`src/rtl/vcs_pkg.sv`:
```
package vcs_pkg;

   typedef enum logic [2:0] {
      PH_IDLE,
      PH_MODE,
      PH_SYN,
      PH_SACK,
      PH_SRD,
      PH_FALL
   } phase_e;

   localparam int          MAX_TABLES  = 11;
   localparam logic [19:0] SYN_STD     = 20'h00047;
   localparam logic [19:0] SYN_AUTO    = 20'h06847;
   localparam logic [19:0] DIV_CH1     = 20'h00999;
   localparam logic [19:0] VCO_FORCE   = 20'h40000;
   localparam logic [19:0] VCO_AUTO    = 20'h06662;
   localparam logic [7:0]  ACK_PATTERN = 8'h0f;

   // operating-mode sequence: idle, VCO cal, rx/tx, RSSI power-down
   function automatic logic [19:0] mode_word(input logic [1:0] s);
      case (s)
         2'd0:    mode_word = 20'h25f98;
         2'd1:    mode_word = 20'h25f9a;
         2'd2:    mode_word = 20'h25f94;
         default: mode_word = 20'h27fd4;
      endcase
   endfunction

   // first-channel VCO code of each candidate table
   function automatic logic [19:0] vco_code(input logic [3:0] i);
      case (i)
         4'd0:    vco_code = 20'h0664d;
         4'd1:    vco_code = 20'h0666d;
         4'd2:    vco_code = 20'h0665d;
         4'd3:    vco_code = 20'h0667d;
         4'd4:    vco_code = 20'h06643;
         4'd5:    vco_code = 20'h06663;
         4'd6:    vco_code = 20'h06653;
         4'd7:    vco_code = 20'h06673;
         4'd8:    vco_code = 20'h0664b;
         4'd9:    vco_code = 20'h0666b;
         default: vco_code = 20'h0665b;
      endcase
   endfunction

endpackage

```
`src/rtl/vcs_cmd_gen.sv`:
```
module vcs_cmd_gen
   import vcs_pkg::*;
#(
   parameter int ADDR_W = 4,
   parameter int DATA_W = 20,
   parameter int IDX_W  = 4
) (
   input  phase_e                   phase_i,
   input  logic [1:0]               step_i,
   input  logic [IDX_W-1:0]         idx_i,
   output logic [ADDR_W+DATA_W-1:0] word_o
);

   logic [3:0]  addr;
   logic [19:0] val;

   always_comb begin
      addr = 4'd0;
      val  = 20'd0;
      unique case (phase_i)
         PH_MODE: begin
            addr = 4'd0;
            val  = mode_word(step_i);
         end
         PH_SYN: begin
            unique case (step_i)
               2'd0:    begin addr = 4'd1; val = SYN_STD; end
               2'd1:    begin addr = 4'd2; val = DIV_CH1; end
               default: begin addr = 4'd3; val = VCO_FORCE | vco_code(4'(idx_i)); end
            endcase
         end
         PH_FALL: begin
            unique case (step_i)
               2'd0:    begin addr = 4'd1; val = SYN_AUTO; end
               2'd1:    begin addr = 4'd2; val = DIV_CH1; end
               default: begin addr = 4'd3; val = VCO_FORCE | VCO_AUTO; end
            endcase
         end
         default: begin
            addr = 4'd0;
            val  = 20'd0;
         end
      endcase
   end

   assign word_o = {ADDR_W'(addr), DATA_W'(val)};

endmodule

```
`src/rtl/vcs_lock_chk.sv`:
```
module vcs_lock_chk #(
   parameter int STAT_W    = 16,
   parameter int LOCK_BITS = 4
) (
   input  logic [STAT_W-1:0] rdata_i,
   output logic              locked_o
);

   generate
      if (LOCK_BITS == STAT_W) begin : g_full
         assign locked_o = ~|rdata_i;
      end else begin : g_slice
         logic unused_hi;
         assign unused_hi = ^rdata_i[STAT_W-1:LOCK_BITS];
         assign locked_o  = ~|rdata_i[LOCK_BITS-1:0];
      end
   endgenerate

endmodule

```
`src/rtl/vcs_ctrl.sv`:
```
module vcs_ctrl
   import vcs_pkg::*;
#(
   parameter int NUM_TRY = 10,
   parameter int IDX_W   = 4
) (
   input  logic             clk,
   input  logic             rst_n,
   input  logic             start_i,
   input  logic             wr_ack_i,
   input  logic             wr_err_i,
   input  logic             st_ack_i,
   input  logic             st_err_i,
   input  logic             locked_i,
   output phase_e           phase_o,
   output logic [1:0]       step_o,
   output logic [IDX_W-1:0] idx_o,
   output logic             done_o,
   output logic [IDX_W-1:0] cfg_o,
   output logic             autocal_o,
   output logic             err_o
);

   localparam logic [IDX_W-1:0] LAST_IDX = IDX_W'(NUM_TRY - 1);

   phase_e           phase_q;
   logic [1:0]       step_q;
   logic [IDX_W-1:0] idx_q;
   logic             done_q, auto_q, err_q;
   logic [IDX_W-1:0] cfg_q;
   logic             in_wr, in_st, wr_fire, st_fire, abort;

   assign in_wr   = (phase_q == PH_MODE) || (phase_q == PH_SYN) || (phase_q == PH_FALL);
   assign in_st   = (phase_q == PH_SACK) || (phase_q == PH_SRD);
   assign wr_fire = in_wr && wr_ack_i;
   assign st_fire = in_st && st_ack_i;
   assign abort   = (wr_fire && wr_err_i) || (st_fire && st_err_i);

   always_ff @(posedge clk or negedge rst_n) begin
      if (!rst_n) begin
         phase_q <= PH_IDLE;
         step_q  <= 2'd0;
         idx_q   <= '0;
         done_q  <= 1'b0;
         cfg_q   <= '0;
         auto_q  <= 1'b0;
         err_q   <= 1'b0;
      end else begin
         done_q <= 1'b0;
         if (abort) begin
            phase_q <= PH_IDLE;
            err_q   <= 1'b1;
            done_q  <= 1'b1;
         end else begin
            unique case (phase_q)
               PH_IDLE: if (start_i) begin
                  phase_q <= PH_MODE;
                  step_q  <= 2'd0;
                  idx_q   <= '0;
                  cfg_q   <= '0;
                  auto_q  <= 1'b0;
                  err_q   <= 1'b0;
               end
               PH_MODE: if (wr_fire) begin
                  if (step_q == 2'd3) begin
                     phase_q <= PH_SYN;
                     step_q  <= 2'd0;
                  end else begin
                     step_q <= step_q + 2'd1;
                  end
               end
               PH_SYN: if (wr_fire) begin
                  if (step_q == 2'd2) begin
                     phase_q <= PH_SACK;
                     step_q  <= 2'd0;
                  end else begin
                     step_q <= step_q + 2'd1;
                  end
               end
               PH_SACK: if (st_fire) phase_q <= PH_SRD;
               PH_SRD: if (st_fire) begin
                  if (locked_i) begin
                     phase_q <= PH_IDLE;
                     cfg_q   <= idx_q + IDX_W'(1);
                     done_q  <= 1'b1;
                  end else if (idx_q == LAST_IDX) begin
                     phase_q <= PH_FALL;
                     step_q  <= 2'd0;
                  end else begin
                     phase_q <= PH_SYN;
                     step_q  <= 2'd0;
                     idx_q   <= idx_q + IDX_W'(1);
                  end
               end
               PH_FALL: if (wr_fire) begin
                  if (step_q == 2'd2) begin
                     phase_q <= PH_IDLE;
                     step_q  <= 2'd0;
                     auto_q  <= 1'b1;
                     cfg_q   <= '0;
                     done_q  <= 1'b1;
                  end else begin
                     step_q <= step_q + 2'd1;
                  end
               end
               default: phase_q <= PH_IDLE;
            endcase
         end
      end
   end

   assign phase_o   = phase_q;
   assign step_o    = step_q;
   assign idx_o     = idx_q;
   assign done_o    = done_q;
   assign cfg_o     = cfg_q;
   assign autocal_o = auto_q;
   assign err_o     = err_q;

   // the candidate index never passes the last allowed table
   p_idx_bound_r7: assert property (@(posedge clk) disable iff (!rst_n)
      idx_q <= LAST_IDX);

   // a lock result always names a tried table, shifted by one
   p_cfg_range_r6: assert property (@(posedge clk) disable iff (!rst_n)
      (done_q && !auto_q && !err_q) |-> (cfg_q != '0) && (cfg_q <= IDX_W'(NUM_TRY)));

   // a start seen mid-run does not send the sequencer back to mode writes
   p_no_restart_r12: assert property (@(posedge clk) disable iff (!rst_n)
      (start_i && phase_q == PH_SYN) |=> phase_q != PH_MODE);

endmodule

```
`src/rtl/vco_cal_seq.sv`:
```
module vco_cal_seq
   import vcs_pkg::*;
#(
   parameter int NUM_TRY   = 10,
   parameter int ADDR_W    = 4,
   parameter int DATA_W    = 20,
   parameter int STAT_W    = 16,
   parameter int LOCK_BITS = 4,
   parameter int IDX_W     = $clog2(NUM_TRY + 1)
) (
   input  logic                     clk,
   input  logic                     rst_n,
   input  logic                     start_i,
   output logic                     done_o,
   output logic [IDX_W-1:0]         cfg_o,
   output logic                     autocal_o,
   output logic                     err_o,
   output logic                     wr_req_o,
   output logic [ADDR_W+DATA_W-1:0] wr_word_o,
   input  logic                     wr_ack_i,
   input  logic                     wr_err_i,
   output logic                     st_req_o,
   output logic                     st_wr_o,
   output logic [7:0]               st_wdata_o,
   input  logic [STAT_W-1:0]        st_rdata_i,
   input  logic                     st_ack_i,
   input  logic                     st_err_i
);

   localparam int WORD_W = ADDR_W + DATA_W;

   generate
      if (NUM_TRY < 1 || NUM_TRY > MAX_TABLES) begin : g_bad_try
         $error("NUM_TRY out of range");
      end
      if (ADDR_W < 2 || DATA_W < 20) begin : g_bad_word
         $error("command word too narrow");
      end
      if (LOCK_BITS < 1 || LOCK_BITS > STAT_W) begin : g_bad_lock
         $error("LOCK_BITS out of range");
      end
      if (IDX_W < $clog2(NUM_TRY + 1)) begin : g_bad_idx
         $error("IDX_W too small");
      end
   endgenerate

   phase_e           phase;
   logic [1:0]       step;
   logic [IDX_W-1:0] idx;
   logic             locked;

   vcs_ctrl #(.NUM_TRY(NUM_TRY), .IDX_W(IDX_W)) ctrl_i (
      .clk      (clk),
      .rst_n    (rst_n),
      .start_i  (start_i),
      .wr_ack_i (wr_ack_i),
      .wr_err_i (wr_err_i),
      .st_ack_i (st_ack_i),
      .st_err_i (st_err_i),
      .locked_i (locked),
      .phase_o  (phase),
      .step_o   (step),
      .idx_o    (idx),
      .done_o   (done_o),
      .cfg_o    (cfg_o),
      .autocal_o(autocal_o),
      .err_o    (err_o)
   );

   vcs_cmd_gen #(.ADDR_W(ADDR_W), .DATA_W(DATA_W), .IDX_W(IDX_W)) cmd_i (
      .phase_i(phase),
      .step_i (step),
      .idx_i  (idx),
      .word_o (wr_word_o)
   );

   vcs_lock_chk #(.STAT_W(STAT_W), .LOCK_BITS(LOCK_BITS)) lock_i (
      .rdata_i (st_rdata_i),
      .locked_o(locked)
   );

   assign wr_req_o   = (phase == PH_MODE) || (phase == PH_SYN) || (phase == PH_FALL);
   assign st_req_o   = (phase == PH_SACK) || (phase == PH_SRD);
   assign st_wr_o    = (phase == PH_SACK);
   assign st_wdata_o = ACK_PATTERN;

   // an unacknowledged write keeps its word
   p_word_stable_r9: assert property (@(posedge clk) disable iff (!rst_n)
      (wr_req_o && !wr_ack_i) |=> wr_req_o && $stable(wr_word_o));

   // an unacknowledged status access keeps its direction
   p_st_stable_r9: assert property (@(posedge clk) disable iff (!rst_n)
      (st_req_o && !st_ack_i) |=> st_req_o && $stable(st_wr_o));

   // only registers 0 to 3 are ever addressed by this sequence
   p_addr_r2: assert property (@(posedge clk) disable iff (!rst_n)
      wr_req_o |-> wr_word_o[WORD_W-1:DATA_W] <= ADDR_W'(3));

   // done is a single-cycle pulse
   p_done_pulse_r11: assert property (@(posedge clk) disable iff (!rst_n)
      done_o |=> !done_o);

   // the fallback result carries a zero configuration
   p_auto_cfg_r8: assert property (@(posedge clk) disable iff (!rst_n)
      (done_o && autocal_o) |-> (cfg_o == '0) && !err_o);

   // an aborted run leaves no request open and no result flags
   p_abort_quiet_r10: assert property (@(posedge clk) disable iff (!rst_n)
      (done_o && err_o) |-> !wr_req_o && !st_req_o && !autocal_o && (cfg_o == '0));

endmodule

```
`config.mk`:
```
export PLATFORM = sky130hd
export DESIGN_NAME = vco_cal_seq
export DESIGN_NICKNAME = d
export VERILOG_FILES = /design/src/rtl/vcs_pkg.sv /design/src/rtl/vcs_cmd_gen.sv /design/src/rtl/vcs_lock_chk.sv /design/src/rtl/vcs_ctrl.sv /design/src/rtl/vco_cal_seq.sv
export SDC_FILE = /design/constraint.sdc
export NUM_CORES = 1
export LEC_CHECK = 0
export CORE_ASPECT_RATIO = 2
export CORE_MARGIN = 2
export CORE_UTILIZATION = 43
export CTS_CLUSTER_DIAMETER = 150
export CTS_CLUSTER_SIZE = 16
export DETAILED_ROUTE_END_ITERATION = 16
export PLACE_DENSITY = 0.9
export SLEW_MARGIN = 20
export SYNTH_ARGS = -nofsm -noshare
export SYNTH_HDL_FRONTEND = slang
export SYNTH_SLANG_ARGS = --single-unit
```
`constraint.sdc`:
```
create_clock -name clk -period 2.8 [get_ports clk]
set_clock_uncertainty 0.2 [all_clocks]
set_input_delay 0.42 -clock clk [delete_from_list [all_inputs] [get_ports clk]]
set_output_delay 0.42 -clock clk [all_outputs]
set_load 0.01 [all_outputs]
```
; Word-level counts from Yosys, hierarchy flattened
; Memory sizes are Yosys's and may differ from the RTL's.
; Cells that the tools add are included.
; Widths: inputs -> output; s select.
[word_totals]
latchBits = 0
input_bits = 23
rom_bits = 80
register_bits = 16
mem_bits_rw = 0
elab_cells = 111
mem_count = 1
[classes]
order_cmp = 0
mux = 49
reduce_logical = 24
div = 0
n_shift = 0
n_addsub = 2
mul = 0
bitwise = 1
eq_ne = 27
[mem_list]
columns = memory, depth, width, rd, rd_clocked_by_memory_dff, wr, line_no
row1 = (name not given), 16, 5, 1, 0, 0, vcs_pkg.sv:32  ; case (i)
[ops]
columns = cell, count
row1 = $pmux 20 s3, 1
row2 = $pmux 14 s3, 1
row3 = $pmux 20 s2, 1
row4 = $pmux 19 s2, 1
row5 = $mux 3, 12
row6 = $mux 4, 9
row7 = $ne 3x1->1 const B, 8
row8 = $pmux 3 s6, 1
row9 = $mux 2, 7
row10 = $reduce_and 7->1, 2
row11 = $ne 2x1->1 const B, 6
row12 = $pmux 4 s3, 1
row13 = $mux 1, 10
row14 = $reduce_and 9->1, 1
row15 = $pmux 2 s4, 1
row16 = $pmux 4 s2, 1
row17 = $reduce_bool 2->1, 4
row18 = $eq 3x2->1 const B, 2
row19 = $eq 3x3->1 const B, 2
row20 = $ne 2x2->1 const B, 3
row21 = $reduce_and 6->1, 1
row22 = $reduce_and 5->1, 1
row23 = $add 4x1->4 const B, 1
row24 = $eq 2x2->1 const B, 2
row25 = other kinds (17), 24

; Depth between registers and ports, before layout
[logic_depth]
word_depth = 8
ltp_mapped = 7

; By module
; Synthesis repeated with hierarchy kept, for this count alone.
[unflattened]
hier_cells = 196
area_unflattened_um2 = 1615.3
[by_module_without_submodules]
columns = mod, seq_area_each_um2, n_inst, cells_each, area_each_um2
row1 = vcs_ctrl, 400.4, 1, 122, 1117.3
row2 = vcs_cmd_gen, 0.0, 1, 57, 381.6
row3 = vco_cal_seq, 0.0, 1, 16, 103.8
row4 = vcs_lock_chk, 0.0, 1, 1, 12.5

; Worst setup path before layout
; OpenSTA, ideal clock, no wires.
[synth_timing]
kind = register to output
startpoint = register ctrl_i.phase_q[1] (netlist: ctrl_i.phase_o[1])
endpoint = output wr_word_o[10]
path_stages_with_launch = 8
t_required_ns = 2.180
n_path_buf = 3
setup_slack_ns = 0.577
arrival_ns = 1.603
path_cell_list = dfrtp_1 -> clkbuf_1 -> and2_1 -> clkbuf_1 -> a21oi_1 -> nand2b_1 -> o21ai_0 -> buf_4
[synth_via]
elab_chain_len = 2
word_cells_on_any_way = 4
classes_between = 3 x eq/ne / 1 x mux
[synth_rtl]
columns = element, line_no
row1 = "start, declared", vcs_ctrl.sv:26  ; phase_e phase_q;
row2 = "start signal, assigned", vcs_ctrl.sv:41  ; phase_q <= PH_IDLE;
row3 = "start signal, assigned", vcs_ctrl.sv:51  ; phase_q <= PH_IDLE;
row4 = "start signal, assigned", vcs_ctrl.sv:57  ; phase_q <= PH_MODE;
row5 = "$eq 3x3->1, or another cell as far along", vcs_cmd_gen.sv:20  ; unique case (phase_i)
row6 = $pmux 20 s3 (*), vcs_cmd_gen.sv:20
row7 = "end, declared", vco_cal_seq.sv:19  ; output logic [ADDR_W+DATA_W-1:0] wr_word_o,
; Every way passes the cells marked *; elsewhere a longest branch is shown, timed or not.

; Worst setup path after layout
[layout_timing]
startpoint = register ctrl_i.phase_q[1] (netlist: ctrl_i.phase_o[1])
endpoint = output st_req_o
[layout_via]
elab_chain_len = 2
word_cells_on_any_way = 3
classes_between = 2 x eq/ne / 1 x reduce/logical
[layout_rtl]
columns = element, line_no
row1 = $eq 3x2->1 / $eq 3x3->1 (equally long branches), vco_cal_seq.sv:83  ; assign st_req_o = (phase == PH_SACK) || (phase == PH_SRD);
row2 = $logic_or 1x1->1 (*), vco_cal_seq.sv:83
row3 = "end, declared", vco_cal_seq.sv:22  ; output logic st_req_o,
; Marked as above.

==> metrics <==
port bufs 39; die width 46.0 um; Top Ports 65; die footprint 4050 sq um; synthesis-stage register bit count 16; min cycle time layout 2.72 ns; Buffers & Inverters on Critical Path 2; Unique masters post-synth 49; VDD IR max 0.643 mV; Non-Filler Instances 253; fin crit share 97.0%; worst hold path class reg -> reg; DRT iter0 DRCs 29; chip height 88.0 um; dpl ws 0.164 ns; crit path capture type output port; Peak Freq 0.368 GHz; vias in the first global route 1442; post-synthesis cell area 1520 sq um; antenna-violating nets left 0; commonest cells after routing, fill and taps aside clkdlybuf4s50_1 (39), nor2_1 (20), nand2_1 (16), o21ai_0 (14), dfrtp_1 (14); overall power 2.06 mW; Via Count 1517; Max-slew headroom 49.8%; clk slew on worst S/H paths 0.08 ns; share of cells above drive strength 1 14.0%; Via density 6.00; CORE AREA 3380 sq um; detailed placer's ending HPWL 2.99 mm; Final setup viols 0; GPL Wtd Cong 0.904; static leakage 0.842 nW; Synth Flop Type dfrtp_1; crit path DAT 2.10 ns; synth warn 0; sequential element share of the synthesized area 26.4%; Worst path max stage delay 0.54 ns; status complete, no violations; actual slew at the worst max-slew pin 0.751 ns; largest net degree at the start of global routing 25; Mean Syn Cell Area 8.15 sq um; Total GRT Usage 21.3%; DRT Pass-1 Iters 5; pwr dens 1050 nW/um^2; # DRC 0; Hold Vio Cnt, Final 0; Worst EP required 2.18 ns; placed instance area 1860 sq um; Post-Syn Instances 186; Final WS setup 0.0849 ns; WS Path Type reg -> out; initial antenna violation count 0; Max-cap violations 0; Sinks on Clock Net 16; Post-synth EDFFs 0; delay-heaviest family, CP buffers and inverters; Total Routed Length 4.03 mm; ant diodes 0; worst path cell trace buf_4, or3b_4, nand2b_2, clkdlybuf4s50_1; worst skew pair latency 0.26 ns; Worst Setup Start Kind register; row count 30; clk root buf clkbuf_8; first-pass GRT wire length 6.44 mm; most common cell after layout, fill and taps aside clkdlybuf4s50_1; Layout fillers 300; TritonCTS Buffers 3; CTS tree yes; wire per inst 15.9 um; Worst path slowest cell clkdlybuf4s50_1; Initial Util 44.9%; GRT overflow 0; Synth async-reset ratio 100%; NumNets Final 253; pins over their slew limit 0; fin area 1950 sq um; maximum net fanout on the critical path 10; RSZ-0062 raised after global routing no; CTS max path bufs 2; Area growth, synth to finish 28.9%; H-tree levels 1; dpl cells 247; Final TNS setup 0 ns
==> metal layers <==
metal | routed length [um] | vias to the layer above | global-route usage [%]
li1 | - | 699 | -
met1 | 1480 | 718 | 22.4
met2 | 2160 | 80 | 37.2
met3 | 216 | 20 | 3.30
met4 | 174 | 0 | 12.7
met5 | 0 | - | 0
==> metrics by stage <==
step                      hold WS [ns]  util [%]
final                            0.293      57.9
after global routing             0.323      57.9
after CTS                        0.293      56.9
after detailed placement         0.275      55.0
after global placement           0.268      55.0
after floorplan                -0.0756         -
==> what timing repair did <==
action                                  4_1_cts  5_1_grt
hold buffers                                  0        0
resized for setup                             4        9
cloned                                        0        0
endpoints found under the setup margin        4       14
buffers inserted                              0        2
==> final timing paths <==
| check | from | slack [ns] | cells past startpoint | to |
|---|---|---|---|---|
| setup / recovery | ctrl_i.phase_o[1] | 0.08 | 4 | st_req_o |
| hold / removal | ctrl_i.err_o | 0.29 | 2 | ctrl_i.err_o |
| setup reg to reg | ctrl_i.phase_o[0] | 0.33 | 6 | ctrl_i.step_o[1] |
| hold reg to reg | ctrl_i.err_o | 0.29 | 2 | ctrl_i.err_o |
| max in group asynchronous | rst_n | 1.48 | 1 | ctrl_i.step_o[1] |
| min in group asynchronous | rst_n | 0.40 | 1 | ctrl_i.phase_o[2] |
==> cell type report <==
class,count,area (sq um),share of cell area (%)
multi-input cells,150,995,50.9
repair buffers,45,435,22.3
flip-flops and latches,16,403,20.6
clock buffers,4,55.1,2.82
well taps,32,40.0,2.05
inverters,6,26.3,1.34
==> worst reg2reg max path: stages, from the launching register on <==
cell and delay, ns:
dfrtp_1 0.42, buf_4 0.21, nand2b_1 0.29, nand2_1 0.21
a32oi_2 0.38, and3_1 0.30, mux2_1 0.34
==> Yosys cell counts (2+ instances only) <==
master      n  area, sq um
nand3_1     3         15.0
a21oi_1    10         50.1
o2bb2ai_1   3         26.3
o31ai_1     2         15.0
nor2b_1     4         25.0
dfrtp_1    16          400
a31oi_1     2         12.5
conb_1      2         7.51
mux2_1      4         45.0
o21ai_0    15         75.1
and3b_1     2         17.5
ha_1        8          100
buf_2       4         20.0
buf_4      16          120
or3b_1      2         17.5
and2_1      3         18.8
nor2_1     22         82.6
xnor2_1     3         26.3
mux2i_1     3         30.0
a211oi_1    2         15.0
inv_1       6         22.5
nor3_1      5         25.0
mux2_4      4         60.1
nand2b_1    3         18.8
nand2_1    16         60.1
clkbuf_1    3         11.3
==> report_power, final <==
group / internal, mW / leakage, nW / switching (mW)
registers: 0.287 / 0.214 / 0.0673
logic: 0.714 / 0.600 / 0.773
clock network: 0.125 / 0.0288 / 0.0955
==> state kept, by name, summed over array words and instances (netlist names) <==
| name | count |
|---|---|
| ctrl_i.cfg_o | 4 |
| ctrl_i.idx_o | 4 |
| ctrl_i.phase_o | 3 |
| ctrl_i.step_o | 2 |
| ctrl_i.autocal_o | 1 |
| ctrl_i.done_o | 1 |
| ctrl_i.err_o | 1 |
==> logic make-up after synthesis <==
logic type | synth area share [%]
buf+inv | 12.0
fa+ha+maj | 6.60
mux | 8.91
xor+xnor | 1.73
simple gates | 22.3
compound gates | 21.5
flops | 26.4
other cells | 0.495
Note: power is estimated with default switching activity, not from simulation.
